File: src/rtl/irq_seq_pkg.sv
package irq_seq_pkg;

  localparam int ENTRY_CYCLES = 9;

  typedef enum logic [3:0] {
    PH_IDLE      = 4'd0,
    PH_PC_HI     = 4'd1,
    PH_PC_LO     = 4'd2,
    PH_ST_HI     = 4'd3,
    PH_ST_LO     = 4'd4,
    PH_VEC_HI    = 4'd5,
    PH_VEC_LO    = 4'd6,
    PH_LOAD_PC   = 4'd7,
    PH_LOAD_ST   = 4'd8,
    PH_HANDOFF   = 4'd9
  } entry_phase_t;

endpackage

File: src/rtl/irq_sampler.sv
module irq_sampler #(
  parameter int LVL_W = 2
) (
  input  logic             clk,
  input  logic             rst_n,
  input  logic             irq_req,
  input  logic             last_cyc,
  input  logic             glob_en,
  input  logic [LVL_W-1:0] req_lvl,
  input  logic [LVL_W-1:0] run_lvl,
  input  logic             busy,
  output logic             take
);

  logic prio_ok;

  // strictly lower number wins; the all-ones level can never be below anything
  assign prio_ok = (req_lvl < run_lvl);
  assign take    = irq_req & last_cyc & glob_en & prio_ok & ~busy;


  sample_on_last_chk: assert property (@(posedge clk) disable iff (!rst_n)
    $rose(busy) |-> $past(last_cyc && irq_req));


  gate_ok_chk: assert property (@(posedge clk) disable iff (!rst_n)
    $rose(busy) |-> $past(glob_en && (req_lvl < run_lvl)));


  take_starts_chk: assert property (@(posedge clk) disable iff (!rst_n)
    take |=> busy);

endmodule

File: src/rtl/irq_entry_fsm.sv
module irq_entry_fsm
  import irq_seq_pkg::*;
#(
  parameter int BYTE_W  = 8,
  parameter int LVL_W   = 2,
  parameter int LVL_LSB = 4,
  localparam int WORD_W = 2 * BYTE_W
) (
  input  logic              clk,
  input  logic              rst_n,
  input  logic              take,
  input  logic [LVL_W-1:0]  req_lvl,
  input  logic [WORD_W-1:0] cur_pc,
  input  logic [WORD_W-1:0] cur_stat,
  input  logic [WORD_W-1:0] cur_sp,
  input  logic [WORD_W-1:0] vec_addr,
  input  logic              stk_ready,
  input  logic [BYTE_W-1:0] vrd_data,
  output logic              stk_valid,
  output logic [WORD_W-1:0] stk_addr,
  output logic [BYTE_W-1:0] stk_data,
  output logic              vrd_en,
  output logic [WORD_W-1:0] vrd_addr,
  output logic              pc_wr_en,
  output logic [WORD_W-1:0] pc_wr_val,
  output logic              stat_wr_en,
  output logic [WORD_W-1:0] stat_wr_val,
  output logic              sp_wr_en,
  output logic [WORD_W-1:0] sp_wr_val,
  output logic              busy,
  output logic              isr_fetch
);

  localparam int PH_W = 4;

  entry_phase_t      phase, phase_nxt;
  logic [WORD_W-1:0] pc_q, stat_q, sp_q, vec_q;
  logic [LVL_W-1:0]  lvl_q;
  logic [BYTE_W-1:0] vhi_q, vlo_q;
  logic              fetch_q;
  logic              pushing;

  assign pushing = (phase == PH_PC_HI) || (phase == PH_PC_LO) ||
                   (phase == PH_ST_HI) || (phase == PH_ST_LO);

  always_comb begin
    phase_nxt = phase;
    unique case (phase)
      PH_IDLE:    if (take) phase_nxt = PH_PC_HI;
      PH_HANDOFF: phase_nxt = PH_IDLE;
      default: begin
        if (!pushing || stk_ready)
          phase_nxt = entry_phase_t'(phase + 4'd1);
      end
    endcase
  end

  always_ff @(posedge clk or negedge rst_n) begin
    if (!rst_n) begin
      phase   <= PH_IDLE;
      fetch_q <= 1'b0;
      pc_q    <= '0;
      stat_q  <= '0;
      sp_q    <= '0;
      vec_q   <= '0;
      lvl_q   <= '0;
      vhi_q   <= '0;
      vlo_q   <= '0;
    end else begin
      phase   <= phase_nxt;
      fetch_q <= (phase == PH_HANDOFF);
      if (phase == PH_IDLE && take) begin
        pc_q   <= cur_pc;
        stat_q <= cur_stat;
        sp_q   <= cur_sp;
        vec_q  <= vec_addr;
        lvl_q  <= req_lvl;
      end
      if (phase == PH_VEC_HI) vhi_q <= vrd_data;
      if (phase == PH_VEC_LO) vlo_q <= vrd_data;
    end
  end

  // stack side: the push index equals the phase number 1..4
  assign stk_valid = pushing;
  assign stk_addr  = sp_q - {{(WORD_W-PH_W){1'b0}}, phase};

  always_comb begin
    unique case (phase)
      PH_PC_HI: stk_data = pc_q[WORD_W-1:BYTE_W];
      PH_PC_LO: stk_data = pc_q[BYTE_W-1:0];
      PH_ST_HI: stk_data = stat_q[WORD_W-1:BYTE_W];
      PH_ST_LO: stk_data = stat_q[BYTE_W-1:0];
      default:  stk_data = '0;
    endcase
  end

  // vector side
  assign vrd_en   = (phase == PH_VEC_HI) || (phase == PH_VEC_LO);
  assign vrd_addr = vec_q + {{(WORD_W-1){1'b0}}, (phase == PH_VEC_LO)};

  // register loads
  assign pc_wr_en  = (phase == PH_LOAD_PC);
  assign pc_wr_val = {vhi_q, vlo_q};

  always_comb begin
    stat_wr_val = stat_q;
    stat_wr_val[LVL_LSB +: LVL_W] = lvl_q;
  end
  assign stat_wr_en = (phase == PH_LOAD_ST);
  assign sp_wr_en   = (phase == PH_LOAD_ST);
  assign sp_wr_val  = sp_q - WORD_W'(4);

  assign busy      = (phase != PH_IDLE);
  assign isr_fetch = fetch_q;


  stk_hold_chk: assert property (@(posedge clk) disable iff (!rst_n)
    (stk_valid && !stk_ready) |=> (stk_valid && $stable(stk_addr) && $stable(stk_data)));


  one_port_chk: assert property (@(posedge clk) disable iff (!rst_n)
    $onehot0({stk_valid, vrd_en, pc_wr_en, stat_wr_en}));


  load_order_chk: assert property (@(posedge clk) disable iff (!rst_n)
    pc_wr_en |=> (stat_wr_en && sp_wr_en));


  handoff_chk: assert property (@(posedge clk) disable iff (!rst_n)
    stat_wr_en |-> ##2 isr_fetch);


  vec_pair_chk: assert property (@(posedge clk) disable iff (!rst_n)
    (vrd_en && !$past(vrd_en)) |=> (vrd_en && vrd_addr == $past(vrd_addr) + WORD_W'(1)));

endmodule

File: src/rtl/irq_lat_meter.sv
module irq_lat_meter #(
  parameter int LAT_W = 8
) (
  input  logic             clk,
  input  logic             rst_n,
  input  logic             irq_req,
  input  logic             busy,
  input  logic             isr_fetch,
  output logic [LAT_W-1:0] lat_last,
  output logic [LAT_W-1:0] lat_max
);

  localparam logic [LAT_W-1:0] CNT_TOP = '1;

  logic             req_q, running;
  logic [LAT_W-1:0] cnt;
  logic             rise;

  assign rise = irq_req & ~req_q;

  always_ff @(posedge clk or negedge rst_n) begin
    if (!rst_n) begin
      req_q    <= 1'b0;
      running  <= 1'b0;
      cnt      <= '0;
      lat_last <= '0;
      lat_max  <= '0;
    end else begin
      req_q <= irq_req;
      if (rise && !busy) begin
        running <= 1'b1;
        cnt     <= LAT_W'(1);
      end else if (running) begin
        if (isr_fetch) begin
          running  <= 1'b0;
          lat_last <= cnt;
          if (cnt > lat_max) lat_max <= cnt;
        end else if (!irq_req && !busy) begin
          running <= 1'b0;
        end else if (cnt != CNT_TOP) begin
          cnt <= cnt + LAT_W'(1);
        end
      end
    end
  end


  lat_armed_chk: assert property (@(posedge clk) disable iff (!rst_n)
    $rose(busy) |-> running);


  max_bound_chk: assert property (@(posedge clk) disable iff (!rst_n)
    $past(isr_fetch) |-> (lat_max >= lat_last));

endmodule

File: src/rtl/irq_entry_seq.sv
module irq_entry_seq #(
  parameter int BYTE_W  = 8,
  parameter int LVL_W   = 2,
  parameter int LVL_LSB = 4,
  parameter int EN_BIT  = 3,
  parameter int LAT_W   = 8,
  localparam int WORD_W = 2 * BYTE_W
) (
  input  logic              clk,
  input  logic              rst_n,
  input  logic              irq_req,
  input  logic [LVL_W-1:0]  irq_lvl,
  input  logic              last_cyc,
  input  logic [WORD_W-1:0] cur_pc,
  input  logic [WORD_W-1:0] cur_stat,
  input  logic [WORD_W-1:0] cur_sp,
  input  logic [WORD_W-1:0] vec_addr,
  output logic              stk_valid,
  input  logic              stk_ready,
  output logic [WORD_W-1:0] stk_addr,
  output logic [BYTE_W-1:0] stk_data,
  output logic              vrd_en,
  output logic [WORD_W-1:0] vrd_addr,
  input  logic [BYTE_W-1:0] vrd_data,
  output logic              pc_wr_en,
  output logic [WORD_W-1:0] pc_wr_val,
  output logic              stat_wr_en,
  output logic [WORD_W-1:0] stat_wr_val,
  output logic              sp_wr_en,
  output logic [WORD_W-1:0] sp_wr_val,
  output logic              seq_busy,
  output logic              isr_fetch,
  output logic [LAT_W-1:0]  lat_last,
  output logic [LAT_W-1:0]  lat_max
);

  logic take;

  irq_sampler #(.LVL_W(LVL_W)) u_sampler (
    .clk      (clk),
    .rst_n    (rst_n),
    .irq_req  (irq_req),
    .last_cyc (last_cyc),
    .glob_en  (cur_stat[EN_BIT]),
    .req_lvl  (irq_lvl),
    .run_lvl  (cur_stat[LVL_LSB +: LVL_W]),
    .busy     (seq_busy),
    .take     (take)
  );

  irq_entry_fsm #(
    .BYTE_W  (BYTE_W),
    .LVL_W   (LVL_W),
    .LVL_LSB (LVL_LSB)
  ) u_fsm (
    .clk         (clk),
    .rst_n       (rst_n),
    .take        (take),
    .req_lvl     (irq_lvl),
    .cur_pc      (cur_pc),
    .cur_stat    (cur_stat),
    .cur_sp      (cur_sp),
    .vec_addr    (vec_addr),
    .stk_ready   (stk_ready),
    .vrd_data    (vrd_data),
    .stk_valid   (stk_valid),
    .stk_addr    (stk_addr),
    .stk_data    (stk_data),
    .vrd_en      (vrd_en),
    .vrd_addr    (vrd_addr),
    .pc_wr_en    (pc_wr_en),
    .pc_wr_val   (pc_wr_val),
    .stat_wr_en  (stat_wr_en),
    .stat_wr_val (stat_wr_val),
    .sp_wr_en    (sp_wr_en),
    .sp_wr_val   (sp_wr_val),
    .busy        (seq_busy),
    .isr_fetch   (isr_fetch)
  );

  irq_lat_meter #(.LAT_W(LAT_W)) u_meter (
    .clk       (clk),
    .rst_n     (rst_n),
    .irq_req   (irq_req),
    .busy      (seq_busy),
    .isr_fetch (isr_fetch),
    .lat_last  (lat_last),
    .lat_max   (lat_max)
  );

endmodule

File: config.mk
export PLATFORM = sky130hd
export DESIGN_NAME = irq_entry_seq
export DESIGN_NICKNAME = d
export VERILOG_FILES = /design/src/rtl/irq_seq_pkg.sv /design/src/rtl/irq_sampler.sv /design/src/rtl/irq_entry_fsm.sv /design/src/rtl/irq_lat_meter.sv /design/src/rtl/irq_entry_seq.sv
export SDC_FILE = /design/constraint.sdc
export NUM_CORES = 1
export LEC_CHECK = 0
export BUFFER_PORTS_ARGS = -buffer_cell sky130_fd_sc_hd__buf_2
export CAP_MARGIN = 40
export CORE_MARGIN = 1
export CORE_UTILIZATION = 25
export CTS_CLUSTER_DIAMETER = 50
export DETAILED_ROUTE_END_ITERATION = 6
export PLACE_DENSITY_LB_ADDON = 0.1
export REMOVE_ABC_BUFFERS = 1
export SLEW_MARGIN = 15
export SYNTH_ARGS = -nofsm -noshare
export SYNTH_HDL_FRONTEND = slang
export SYNTH_HIERARCHICAL = 1
export SYNTH_SLANG_ARGS = --single-unit
File: constraint.sdc
create_clock -name clk -period 2.3 [get_ports clk]
set_input_delay 0.46 -clock clk [delete_from_list [all_inputs] [get_ports clk]]
set_output_delay 0.46 -clock clk [all_outputs]
set_load 0.01 [all_outputs]
==> metrics <==
WP buf/inv 1; gr usage total approximately 16%; fmax about 370 MHz; final hold viol count 0; Lkg Pwr 4.91 nW; Die Wd between 150 and 200 um; vias in the first global route 5484; Post-Place Cells between 1000 and 1500; predominant post-synthesis flop cell dfrtp_1; clock skew 7.19 ps; hold buffers post-CTS 0; first-pass GRT wire length 30000 um; row count 56; Num CTS Buffers 17; Post-Syn Area about 6000 um2; initial antenna violation count 2; EDFF count, synth 0; final core utilization 41.8%; Synth Register Bits 113; setup violators final 115; Layout Cells excl Fill about 1100; gr ovfl total 0; via count 5028; worst path required time 1840 ps; Peak VDD IR 0.497 mV; Vias/cell 4.46; Synth area leaders dfrtp_1 47%, mux2_2 17%, ha_1 4.3%; CTS sink cnt 113; kind of start point of the critical path flop; I/O pins 190; Max Root-Sink Buffers 2; core box area approximately 24000 um2; HP Class input pin to asynchronous set/reset pin; CP Cell Sequence or4_4 > or2_4 > nor4_4 > xor2_1 > buf_2; # port buffers between 150 and 200; H-tree depth 4; dpl hpwl 12900 um; ratio of cells with drive above 1 in the final layout 65.2%; Slew headroom 59.2%; RePlAce Congestion 0.786; Distinct cells, synth 55; fraction of registers with async set/reset 100%; first drt pass iteration count 4; initial drt markers 196; critical-path maximum fanout 5; TritonCTS clock tree yes; final period utilization 117%; failing checks negative setup slack; die area 24800 um2; post-route antenna net violation count 0; Clock Latency Late Sink ~400 ps; final WL 19300 um; Reg clk slew, reported paths 60 ps; crit path DAT 2230 ps; status complete, but fails checks; register area share after synthesis 46.8%; Worst-Margin Slew 613 ps; largest net degree at the start of global routing 44; synth warn 6; Area growth, synth to finish 63.1%; max-slew violation count 0; Pwr Density 1310 nW/um2; final setup margin -387 ps; Synth top area share between 40% and 50%; clock root buffer clkbuf_16; Worst setup EP type output pin; remaining routing DRC violations 0; Mapped Avg Cell Area 11.7 um2; DIE HEIGHT 158 um; min cycle time layout 2690 ps; largest delay contributor family on the critical path simple AND/OR/NAND/NOR gates; type of the worst setup path flop to output pin; max incr delay on CP 590 ps; Max-cap violations 0; synthesized instance count 515; CP max stage cell or4_4; RSZ-0062 raised after global routing yes; post-detailed-route wirelength per cell roughly 17 um; nets roughly 900; Initial Util 25.6%; cell accounting for the most synthesized area dfrtp_1
-- worst paths after layout --
| path | endpoint | depth (start not counted) | slack (ps) | start |
|---|---|---|---|---|
| min in group clk | u_meter/req_q | 1 | 230 | irq_req |
| max reg2reg | u_fsm/lvl_q[0] | 14 | -310 | u_fsm/phase[1] |
| max | stk_addr[13] | 5 | -390 | u_fsm/sp_q[6] |
| min reg2reg | u_meter/lat_last[1] | 1 | 500 | u_meter/lat_last[1] |
| min | u_meter/lat_last[4] | 1 | 50 | rst_n |
| max in group asynchronous | u_fsm/phase[3] | 2 | 1550 | rst_n |
-- synthesized netlist by cell type, drive strengths merged, types with 2 or more instances --
library cell	n
a211oi	2
a21o	2
a21oi	15
a222oi	8
a31oi	2
and3	9
buf	30
clkbuf	10
dfrtp	113
ha	21
inv	27
mux2	97
mux2i	3
nand2	19
nand2b	6
nand3	13
nand3b	2
nand4	4
nor2	33
nor2b	3
nor3	11
nor3b	4
nor4	6
nor4b	4
o211ai	2
o21ai	6
or3	5
or3b	2
or4	3
xnor2	19
xor2	23
-- flip-flops by register name, summed over array words and instances (netlist names) --
name	flops
u_fsm/vhi_q	8
u_fsm/isr_fetch	1
u_meter/lat_max	8
u_meter/running	1
u_fsm/vec_q	16
u_fsm/phase	4
u_fsm/pc_q	16
u_meter/lat_last	8
u_meter/req_q	1
u_fsm/vlo_q	8
u_fsm/sp_q	16
u_fsm/lvl_q	2
u_meter/cnt	8
u_fsm/stat_q	16
-- logic make-up after synthesis --
family / share of synthesized area (%)
AOI/OAI and AO/OA: 5.28
xor gates and xnor gates: 6.08
and+or+nand+nor: 12.5
buffers and inverters: 5.77
adders and majority gates: 4.68
DFF: 46.8
muxes: 18.9
-- stage by stage --
stage	worst slack (ps)	total power [mW]	cell area, um2	hold slack, ps	TNS, ps
6_report	-387	12.9	9860	49.4	-28800
5_1_grt	-476	13.8	9860	75.1	-42130
4_1_cts	-460	12.5	9520	69.2	-29230
2_1_floorplan	-2670	5.98	5800	164	-180130
3_5_place_dp	-165	8.40	7630	489	-6640
3_3_place_gp	-130	8.36	7630	486	-3470
-- power breakdown --
group | leakage (nW) | switching, mW | internal [mW]
combinational | 3.15 | 3.27 | 3.79
sequential | 1.47 | 0.563 | 2.61
clock | 0.283 | 0.994 | 1.70
total | 4.91 | 4.82 | 8.11
-- cells in the final DEF (no fill, tap or decap), types with 4 or more instances in the layout --
cell / netlist / final
a21oi_1: 15 / 10
a21oi_2: 0 / 5
a222oi_1: 8 / 8
and3_1: 8 / 6
buf_12: 0 / 8
buf_16: 0 / 6
buf_2: 9 / 184
buf_4: 17 / 58
buf_6: 3 / 40
clkbuf_16: 0 / 18
dfrtp_1: 113 / 110
ha_1: 21 / 10
ha_4: 0 / 10
inv_1: 27 / 17
inv_2: 0 / 6
inv_4: 0 / 4
mux2_2: 91 / 24
mux2_4: 6 / 73
nand2_1: 19 / 10
nand2_2: 0 / 4
nand2_4: 0 / 5
nand2b_1: 6 / 6
nand3_1: 13 / 7
nor2_1: 33 / 25
nor2_4: 0 / 8
nor3_1: 10 / 4
nor3_4: 1 / 4
nor4_4: 3 / 5
nor4b_4: 0 / 4
o21ai_0: 6 / 5
xnor2_1: 19 / 12
xnor2_2: 0 / 6
xor2_1: 23 / 22
-- metal layers --
metal  up-vias  GRT usage [%]  share of wire [%]
met5         -              0              0.052
met4         2           5.50                1.4
met3        21           4.65                5.7
met2       139           26.2                 48
met1      2500           20.0                 45
li1       2366              -                  -
-- repair_timing --
action / 4_1_cts / 5_1_grt
gates resized for setup: 196 / 69
endpoints found under the setup margin: 116 / 139
setup buffers: 34 / 22
cloned: 10 / 1
pin swaps: 42 / 44
-- cell type report --
class / count / area (um2)
clock inverter: 13 / 163
inverter: 27 / 111
multi-input combinational: 336 / 3720
timing repair buffer: 300 / 2200
antenna: 1 / 2.50
fill: 2315 / 13700
clock buffer: 19 / 433
sequential: 113 / 2830
tap: 319 / 399
-- worst register-to-register path, stage by stage (launching register included) --
cell,delay (ps)
dfrtp_1,400
inv_2,110
buf_6,110
buf_6,80
buf_6,90
ha_4,150
nand3_4,70
or3b_4,380
a211oi_2,170
inv_2,80
nor2_4,160
buf_6,150
buf_12,130
buf_16,120
mux2_4,290
Note: power is estimated with default switching activity, not from simulation.
